==> src/rtl/rsths_pkg.sv <==
package rsths_pkg;

    localparam int unsigned NUM_AGENTS = 9;
    localparam int unsigned STATUS_W   = 32;

    // agents whose participation depends on keep_dbg
    localparam int unsigned IDX_NOC_KEEP = 7;
    localparam int unsigned IDX_NOC_FULL = 8;

    typedef enum logic [1:0] {
        ST_IDLE  = 2'd0,
        ST_SHAKE = 2'd1,
        ST_GO    = 2'd2
    } seq_state_e;

    // status bit position logged for each agent index
    function automatic int unsigned agent_bit(input int unsigned idx);
        case (idx)
            0:       agent_bit = 0;
            1:       agent_bit = 2;
            2:       agent_bit = 3;
            3:       agent_bit = 9;
            4:       agent_bit = 10;
            5:       agent_bit = 11;
            6:       agent_bit = 12;
            7:       agent_bit = 16;
            default: agent_bit = 17;
        endcase
    endfunction

    function automatic logic [STATUS_W-1:0] log_mask();
        logic [STATUS_W-1:0] m;
        m = '0;
        for (int unsigned i = 0; i < NUM_AGENTS; i++) begin
            m[agent_bit(i)] = 1'b1;
        end
        return m;
    endfunction

endpackage

==> src/rtl/rsths_agent.sv <==
module rsths_agent #(
    parameter int unsigned TIMEOUT_CYCLES = 64
) (
    input  logic clk,
    input  logic rst_n,
    input  logic launch,
    input  logic active,
    input  logic enable,
    input  logic ack,
    output logic req,
    output logic timeout_evt,
    output logic resolved
);

    localparam int unsigned CNT_W = (TIMEOUT_CYCLES > 1) ? $clog2(TIMEOUT_CYCLES) : 1;
    localparam logic [CNT_W-1:0] CNT_LOAD = CNT_W'(TIMEOUT_CYCLES - 1);

    logic [CNT_W-1:0] cnt_q;
    logic             done_q;

    always_ff @(posedge clk or negedge rst_n) begin
        if (!rst_n) begin
            cnt_q  <= '0;
            done_q <= 1'b0;
        end else if (launch) begin
            cnt_q  <= CNT_LOAD;
            done_q <= !enable;
        end else if (req) begin
            if (ack || cnt_q == '0) begin
                done_q <= 1'b1;
            end else begin
                cnt_q <= cnt_q - 1'b1;
            end
        end
    end

    always_comb begin
        req         = active && !done_q;
        timeout_evt = req && !ack && (cnt_q == '0);
        resolved    = done_q;
    end

endmodule

==> src/rtl/rsths_fsm.sv <==
module rsths_fsm
    import rsths_pkg::*;
(
    input  logic clk,
    input  logic rst_n,
    input  logic seq_req,
    input  logic all_resolved,
    output logic launch,
    output logic shaking,
    output logic reset_go
);

    seq_state_e state_q, state_d;

    always_ff @(posedge clk or negedge rst_n) begin
        if (!rst_n) begin
            state_q <= ST_IDLE;
        end else begin
            state_q <= state_d;
        end
    end

    always_comb begin
        state_d = state_q;
        unique case (state_q)
            ST_IDLE:  if (seq_req)      state_d = ST_SHAKE;
            ST_SHAKE: if (all_resolved) state_d = ST_GO;
            ST_GO:    if (!seq_req)     state_d = ST_IDLE;
            default:                    state_d = ST_IDLE;
        endcase
    end

    always_comb begin
        launch   = (state_q == ST_IDLE) && seq_req;
        shaking  = (state_q == ST_SHAKE);
        reset_go = (state_q == ST_GO);
    end

endmodule

==> src/rtl/rsths_status.sv <==
module rsths_status
    import rsths_pkg::*;
(
    input  logic                clk,
    input  logic                cold_rst_n,
    input  logic [STATUS_W-1:0] set_vec,
    input  logic                wr,
    input  logic [STATUS_W-1:0] wdata,
    output logic [STATUS_W-1:0] status
);

    localparam logic [STATUS_W-1:0] LOG_MASK = log_mask();

    for (genvar b = 0; b < STATUS_W; b++) begin : g_bit
        if (LOG_MASK[b]) begin : g_sticky
            logic bit_q;
            always_ff @(posedge clk or negedge cold_rst_n) begin
                if (!cold_rst_n) begin
                    bit_q <= 1'b0;
                end else begin
                    // a hardware set takes priority over a clear in the same cycle
                    bit_q <= set_vec[b] || (bit_q && !(wr && wdata[b]));
                end
            end
            assign status[b] = bit_q;
        end else begin : g_rsvd
            assign status[b] = 1'b0;
        end
    end

endmodule

==> src/rtl/rst_handshake_seq.sv <==
module rst_handshake_seq
    import rsths_pkg::*;
#(
    parameter int unsigned TIMEOUT_CYCLES = 64
) (
    input  logic                  clk,
    input  logic                  cold_rst_n,
    input  logic                  warm_rst_n,
    input  logic                  seq_req,
    input  logic                  keep_dbg,
    input  logic [NUM_AGENTS-1:0] hs_ack,
    output logic [NUM_AGENTS-1:0] hs_req,
    output logic                  reset_go,
    input  logic                  csr_wr,
    input  logic [STATUS_W-1:0]   csr_wdata,
    output logic [STATUS_W-1:0]   csr_rdata
);

    logic                  seq_rst_n;
    logic                  launch;
    logic                  shaking;
    logic                  all_resolved;
    logic [NUM_AGENTS-1:0] agent_en;
    logic [NUM_AGENTS-1:0] tmo_evt;
    logic [NUM_AGENTS-1:0] resolved;
    logic [STATUS_W-1:0]   set_vec;

    assign seq_rst_n = cold_rst_n & warm_rst_n;

    always_comb begin
        agent_en               = '1;
        agent_en[IDX_NOC_KEEP] = keep_dbg;
        agent_en[IDX_NOC_FULL] = !keep_dbg;
    end

    rsths_fsm u_fsm (
        .clk          (clk),
        .rst_n        (seq_rst_n),
        .seq_req      (seq_req),
        .all_resolved (all_resolved),
        .launch       (launch),
        .shaking      (shaking),
        .reset_go     (reset_go)
    );

    for (genvar i = 0; i < NUM_AGENTS; i++) begin : g_agent
        rsths_agent #(
            .TIMEOUT_CYCLES (TIMEOUT_CYCLES)
        ) u_agent (
            .clk         (clk),
            .rst_n       (seq_rst_n),
            .launch      (launch),
            .active      (shaking),
            .enable      (agent_en[i]),
            .ack         (hs_ack[i]),
            .req         (hs_req[i]),
            .timeout_evt (tmo_evt[i]),
            .resolved    (resolved[i])
        );
    end

    assign all_resolved = &resolved;

    always_comb begin
        set_vec = '0;
        for (int unsigned i = 0; i < NUM_AGENTS; i++) begin
            set_vec[agent_bit(i)] = tmo_evt[i];
        end
    end

    rsths_status u_status (
        .clk        (clk),
        .cold_rst_n (cold_rst_n),
        .set_vec    (set_vec),
        .wr         (csr_wr),
        .wdata      (csr_wdata),
        .status     (csr_rdata)
    );

endmodule


==> config.mk <==
export PLATFORM = sky130hd
export DESIGN_NAME = rst_handshake_seq
export DESIGN_NICKNAME = d
export VERILOG_FILES = /design/src/rtl/rsths_pkg.sv /design/src/rtl/rsths_agent.sv /design/src/rtl/rsths_fsm.sv /design/src/rtl/rsths_status.sv /design/src/rtl/rst_handshake_seq.sv
export SDC_FILE = /design/constraint.sdc
export NUM_CORES = 1
export LEC_CHECK = 0
export BUFFER_PORTS_ARGS = -buffer_cell sky130_fd_sc_hd__buf_2
export CORE_ASPECT_RATIO = 0.7
export CORE_MARGIN = 5
export CORE_UTILIZATION = 53
export CTS_BUF_LIST = sky130_fd_sc_hd__clkbuf_4 sky130_fd_sc_hd__clkbuf_8
export CTS_CLUSTER_SIZE = 28
export DETAILED_ROUTE_END_ITERATION = 6
export MAX_ROUTING_LAYER = met4
export PLACE_DENSITY = 0.79
export REMOVE_ABC_BUFFERS = 1
export SETUP_SLACK_MARGIN = 0.4
export SKIP_CTS_REPAIR_TIMING = 1
export SYNTH_ARGS = -nofsm -noshare
export SYNTH_HDL_FRONTEND = slang
export SYNTH_HIERARCHICAL = 1
export SYNTH_SLANG_ARGS = --single-unit
==> constraint.sdc <==
create_clock -name clk -period 3.1 [get_ports clk]
set_clock_uncertainty 0.2 [all_clocks]
set_input_delay 0.155 -clock clk [delete_from_list [all_inputs] [get_ports clk]]
set_output_delay 0.155 -clock clk [all_outputs]
set_load 0.03 [all_outputs]
* Yosys cells after proc, flatten, opt, wreduce, memory -nomap -nowiden
Cells that the tools add are included.
** Operators by class
- Add/subtract/negate cells :: 9
- Equality and inequality tests :: 14
- Multiplexer cells :: 58
- Bitwise logic cells :: 1
- Reductions and logical operators :: 140
** Operators by type and width (count)
- two-way mux 6 bit :: 27
- zero test 6 bit :: 9
- subtractor 6 x 1 -> 6 bit, second input constant :: 9
- logical AND 1 bit :: 46
- AND reduction 2 bit :: 18
- nonzero test 2 bit :: 18
- zero test 1 bit :: 28
- two-way mux 1 bit :: 27
- != test 2 bit, second input constant :: 11
- logical OR 1 bit :: 18
- AND reduction 9 bit :: 1
- two-way mux 2 bit :: 3
- case mux 2 bit (3 select lines) :: 1
- AND reduction 3 bit :: 1
- equality test 2 x 1 -> 1 bit, second input constant :: 1
- equality test 2 bit, second input constant :: 1
- zero test 2 bit :: 1
- != test 2 x 1 -> 1 bit, second input constant :: 1
- bitwise AND 1 bit :: 1
** Storage, ports and cells
- Bits in registers :: 74
- Input port bits :: 47
- Output and inout bits :: 42
- Logic and storage cells :: 250

* Depth between registers and ports, before layout
- Word-level depth :: 5
- Gate-level depth with buffers :: 6
- Mapped depth without buffers :: 6

* Hierarchy
Netlist, hierarchy kept.
** Modules (own cells, without submodules)
- rsths_agent :: instances 9, cells each 48, area each 479.2 µm², seq. area each 175.2 µm²
- rsths_status :: instances 1, cells each 61, area each 581.8 µm², seq. area each 225.2 µm²
- rsths_fsm :: instances 1, cells each 9, area each 96.3 µm², seq. area each 50.0 µm²
- rst_handshake_seq :: instances 1, cells each 8, area each 42.5 µm², seq. area each 0.0 µm²

* Worst setup path after synthesis
Ideal clock, no wire load.
- Kind :: register to register
- Start point :: register u_fsm.state_q[0]
- End point :: register g_agent[0].u_agent.done_q
- Library setup time :: 0.128 ns
- Arrival :: 2.850 ns
- Data required time :: 2.772 ns
- Setup slack :: -0.078 ns
- Stages on the path, launching flop included :: 5
- Path buffers :: 1
- Clock period less this slack :: 3.178 ns
- Cells stage by stage :: dfrtp_1 > nor3b_1 > clkbuf_1 > mux2i_1 > o21ai_0
** Between the ends
- Longest elaborated chain between the ends :: 4
- Elaborated cells between the ends (all ways) :: 8
- Those cells by class :: 1 x eq/ne; 1 x mux; 6 x reduce/logical
** RTL lines
- start, declared :: RTL line rsths_fsm.sv:13 : seq_state_e state_q, state_d;
- start signal, assigned :: RTL line rsths_fsm.sv:19 : state_q <= state_d;
- zero test 2 bit * :: RTL line rsths_fsm.sv:34 : launch = (state_q == ST_IDLE) && seq_req;
- logical AND 1 bit * :: RTL line rsths_fsm.sv:34
- via launch :: RTL line rst_handshake_seq.sv:20 : logic launch;
- nonzero test 2 bit (no source line)
- AND reduction 2 bit (no source line)
- end signal, assigned :: RTL line rsths_agent.sv:27 : done_q <= !enable;
- end, declared :: RTL line rsths_agent.sv:19 : logic done_q;
Mark *: on every way through the listed nets, which the timed path passes. The rest lies on a longest branch.
A chain may end at the register's enable or synchronous reset.

* Worst setup path after layout
- Start point :: register u_fsm.state_q[0]
- End point :: register g_agent[7].u_agent.done_q
** Between the ends
- Longest elaborated chain between the ends :: 4
- Elaborated cells between the ends (all ways) :: 8
- Those cells by class :: 1 x eq/ne; 1 x mux; 6 x reduce/logical
** RTL lines (RTL line)
- zero test 2 bit * :: rsths_fsm.sv:34
- logical AND 1 bit * :: rsths_fsm.sv:34
- via launch :: rst_handshake_seq.sv:20
- nonzero test 2 bit (no source line)
- AND reduction 2 bit (no source line)
- end signal, assigned :: rsths_agent.sv:27
- end, declared :: rsths_agent.sv:19
Marked as above.

==> impl_metrics.json <==
{
  "cp_cell_sequence": "nor3b_2 > buf_12 > mux2i_1 > o21ai_0 > dlygate4sd3_1",
  "synth.cell_area_um2": 5030,
  "post_dr_wirelength_cell_um": 14.7,
  "syn-instance-count": 509,
  "slew_headroom_pct": 57.9,
  "crit_path_start_kind": "flop",
  "worstMarginPinSlew_ps": 632,
  "postRouteAntennaNets": 0,
  "combPwrFrac_pct": 37.3,
  "power_leakage_nw": 2.61,
  "globalRoute.busiestLayer": "met2",
  "total_switching_power_mw": 1.42,
  "final.fill_count": 764,
  "status": "finished clean",
  "vias_per_cell": 5.25,
  "nets": 640,
  "cellPowerDensity_nw_per_um2": 640,
  "portBuffers": 42,
  "final_min_period_over_clock_period_pct": 76.4,
  "grt_first_pass_wirelength_um": 17000,
  "routed-via-count": 3696,
  "drive_above_1_share_pct": 19.1,
  "cts_root_buffer": "clkbuf_8",
  "gpl.final_weighted_congestion": 0.806,
  "worstPathMaxFanout": 117,
  "hold_class": "in -> reg",
  "grt_start_max_net_pins": 118,
  "initial_core_util_pct": 55.0,
  "placementRows": 29,
  "max_cap_viol_count": 0,
  "achievable-frequency_ghz": 0.422,
  "post-route-min-period_ps": 2370,
  "diode_count": 0,
  "swShare_pct": 38.4,
  "totalWireLength_um": 10300,
  "cts_max_path_buffers": 2,
  "worstPathBufferInverterCount": 2,
  "slew_viol_final": 0,
  "post-route-drc-count": 0,
  "drt-initial-drc-count": 212,
  "clkSinkCount": 74,
  "globalRouteTotalUtil_pct": 18.3,
  "ys.warnings.count": 6,
  "timing.critical_path.slowest_stage_cell": "dlygate4sd3_1",
  "max_stage_delay_ps": 550,
  "peakVddDrop_v": 0.000345,
  "timing.final.ws_setup_ps": 732,
  "timing.setup.critical_path_class": "reg -> reg",
  "clock_insertion_delay_worst_skew_ps": 360,
  "seq_pwr_share_pct": 37.0,
  "dpl.hpwl_um": 7120,
  "tritoncts_clock_tree": "done",
  "worst_setup_path_end_kind": "flop",
  "dr.pass1.iters": 5,
  "regArea_um2": 1850,
  "grt_antenna_before_repair": 0,
  "grtUsageMet3_pct": 5.28,
  "worst_setup_hold_path_clk_slew_ps": 80,
  "fp.dieW_um": 126,
  "area_growth_syn_to_layout_pct": 14.5,
  "cts.htree.levels": 3,
  "post-place-ws_ps": 974,
  "finalHoldViolCount": 0,
  "crit_family": "buffers and inverters",
  "finalSetupViolations": 0,
  "clock_power_share_pct": 25.7,
  "syn_area_per_cell_um2": 9.88,
  "grtUsageMet2_pct": 28.9,
  "power.internal_mw": 2.27,
  "post-route-cell-area_um2": 5760,
  "grt_setup_unrepaired": "no",
  "fp.dieArea_um2": 11600,
  "fp.dieH_um": 91.5,
  "cts_inserted_buffers": 9,
  "worst-endpoint-arrival_ps": 2420,
  "area_of_the_multi_input_gates_um2": 2900,
  "core_region_area_um2": 9140,
  "leftover_overflow_at_the_end_of_global_routing": 0,
  "place_area_um2": 5280,
  "grt_pass1_vias": 3520,
  "boundaryPins": 89,
  "cp_data_required_time_ps": 3150,
  "grtUsageMet1_pct": 23.1
}
==> state kept, by name, indices dropped and copies added, names as in the netlist <==
name and cells:
g_agent.u_agent/resolved 9, g_agent.u_agent/cnt_q 54, u_status/g_bit.g_sticky.bit_q 9, u_fsm/state_q 2
==> tightest hold or removal path: stages <==
cell and delay (ps):
buf_2 190, nand2_1 80, a21o_1 100
==> through the flow <==
step	power [mW]	std cells	hold slack [ps]	TNS (ps)	util [%]
2_1_floorplan	2.27	495	-341	-286650	-
3_3_place_gp	2.64	665	-135	0	57.7
3_5_place_dp	2.73	665	-133	0	57.7
4_1_cts	3.69	681	-528	0	60.5
5_1_grt	3.94	704	1.17	0	63.0
6_report	3.69	704	3.12	0	63.0
==> power by group through the flow <==
stage	registers (mW)	clock network (mW)	logic [mW]
2_1_floorplan	1.25	0	1.03
3_3_place_gp	1.36	0	1.28
3_5_place_dp	1.38	0	1.35
4_1_cts	1.36	0.972	1.35
5_1_grt	1.39	1.01	1.54
6_report	1.36	0.948	1.38
==> path summary, 6_finish.rpt <==
kind / cells past startpoint / end / from / slack [ps]
min in group asynchronous: 2 / u_status/g_bit[9].g_sticky.bit_q / cold_rst_n / 30
hold reg to reg: 1 / u_status/g_bit[0].g_sticky.bit_q / u_status/g_bit[0].g_sticky.bit_q / 270
setup reg to reg: 5 / g_agent[7].u_agent/resolved / u_fsm/state_q[0] / 730
hold / removal: 3 / u_status/g_bit[17].g_sticky.bit_q / csr_wr / 3
setup / recovery: 5 / g_agent[7].u_agent/resolved / u_fsm/state_q[0] / 730
max in group asynchronous: 4 / g_agent[1].u_agent/resolved / cold_rst_n / 1470
==> layout by cell type (no fill, tap or decap), types with 2 or more instances in the layout <==
master and instances:
or3_1 9, buf_4 2, a211oi_2 18, dlygate4sd3_1 23, nor4b_4 9, dfrtp_1 74, ha_1 18, a211oi_1 9
conb_1 30, mux2i_1 54, nor2_1 81, a21oi_1 19, clkbuf_8 11, nand2_1 19, nor3_2 10, o21ai_0 9
or3b_4 9, nand2b_1 2, a211o_1 9, a21o_1 9, buf_2 42, clkinv_2 2, inv_1 28, bufinv_16 3
nand4bb_1 9, or2b_1 9, or3b_1 9, buf_12 2, nor2b_1 46
==> routing by layer <==
metal	up-vias	share of wire [%]	wire length, µm
met4	0	1.1	116
li1	1824	-	-
met5	-	0	0
met1	1803	46	4790
met2	57	49	5050
met3	12	3.7	385
==> area by class of cell <==
type,count,area share [%]
Tap cell,124,2.69
Sequential cell,74,32.1
Timing Repair Buffer,69,8.60
Multi-Input combinational cell,393,50.4
Clock inverter,5,1.74
Inverter,28,1.82
Clock buffer,11,2.63
Power figures use the tool's default switching activity.
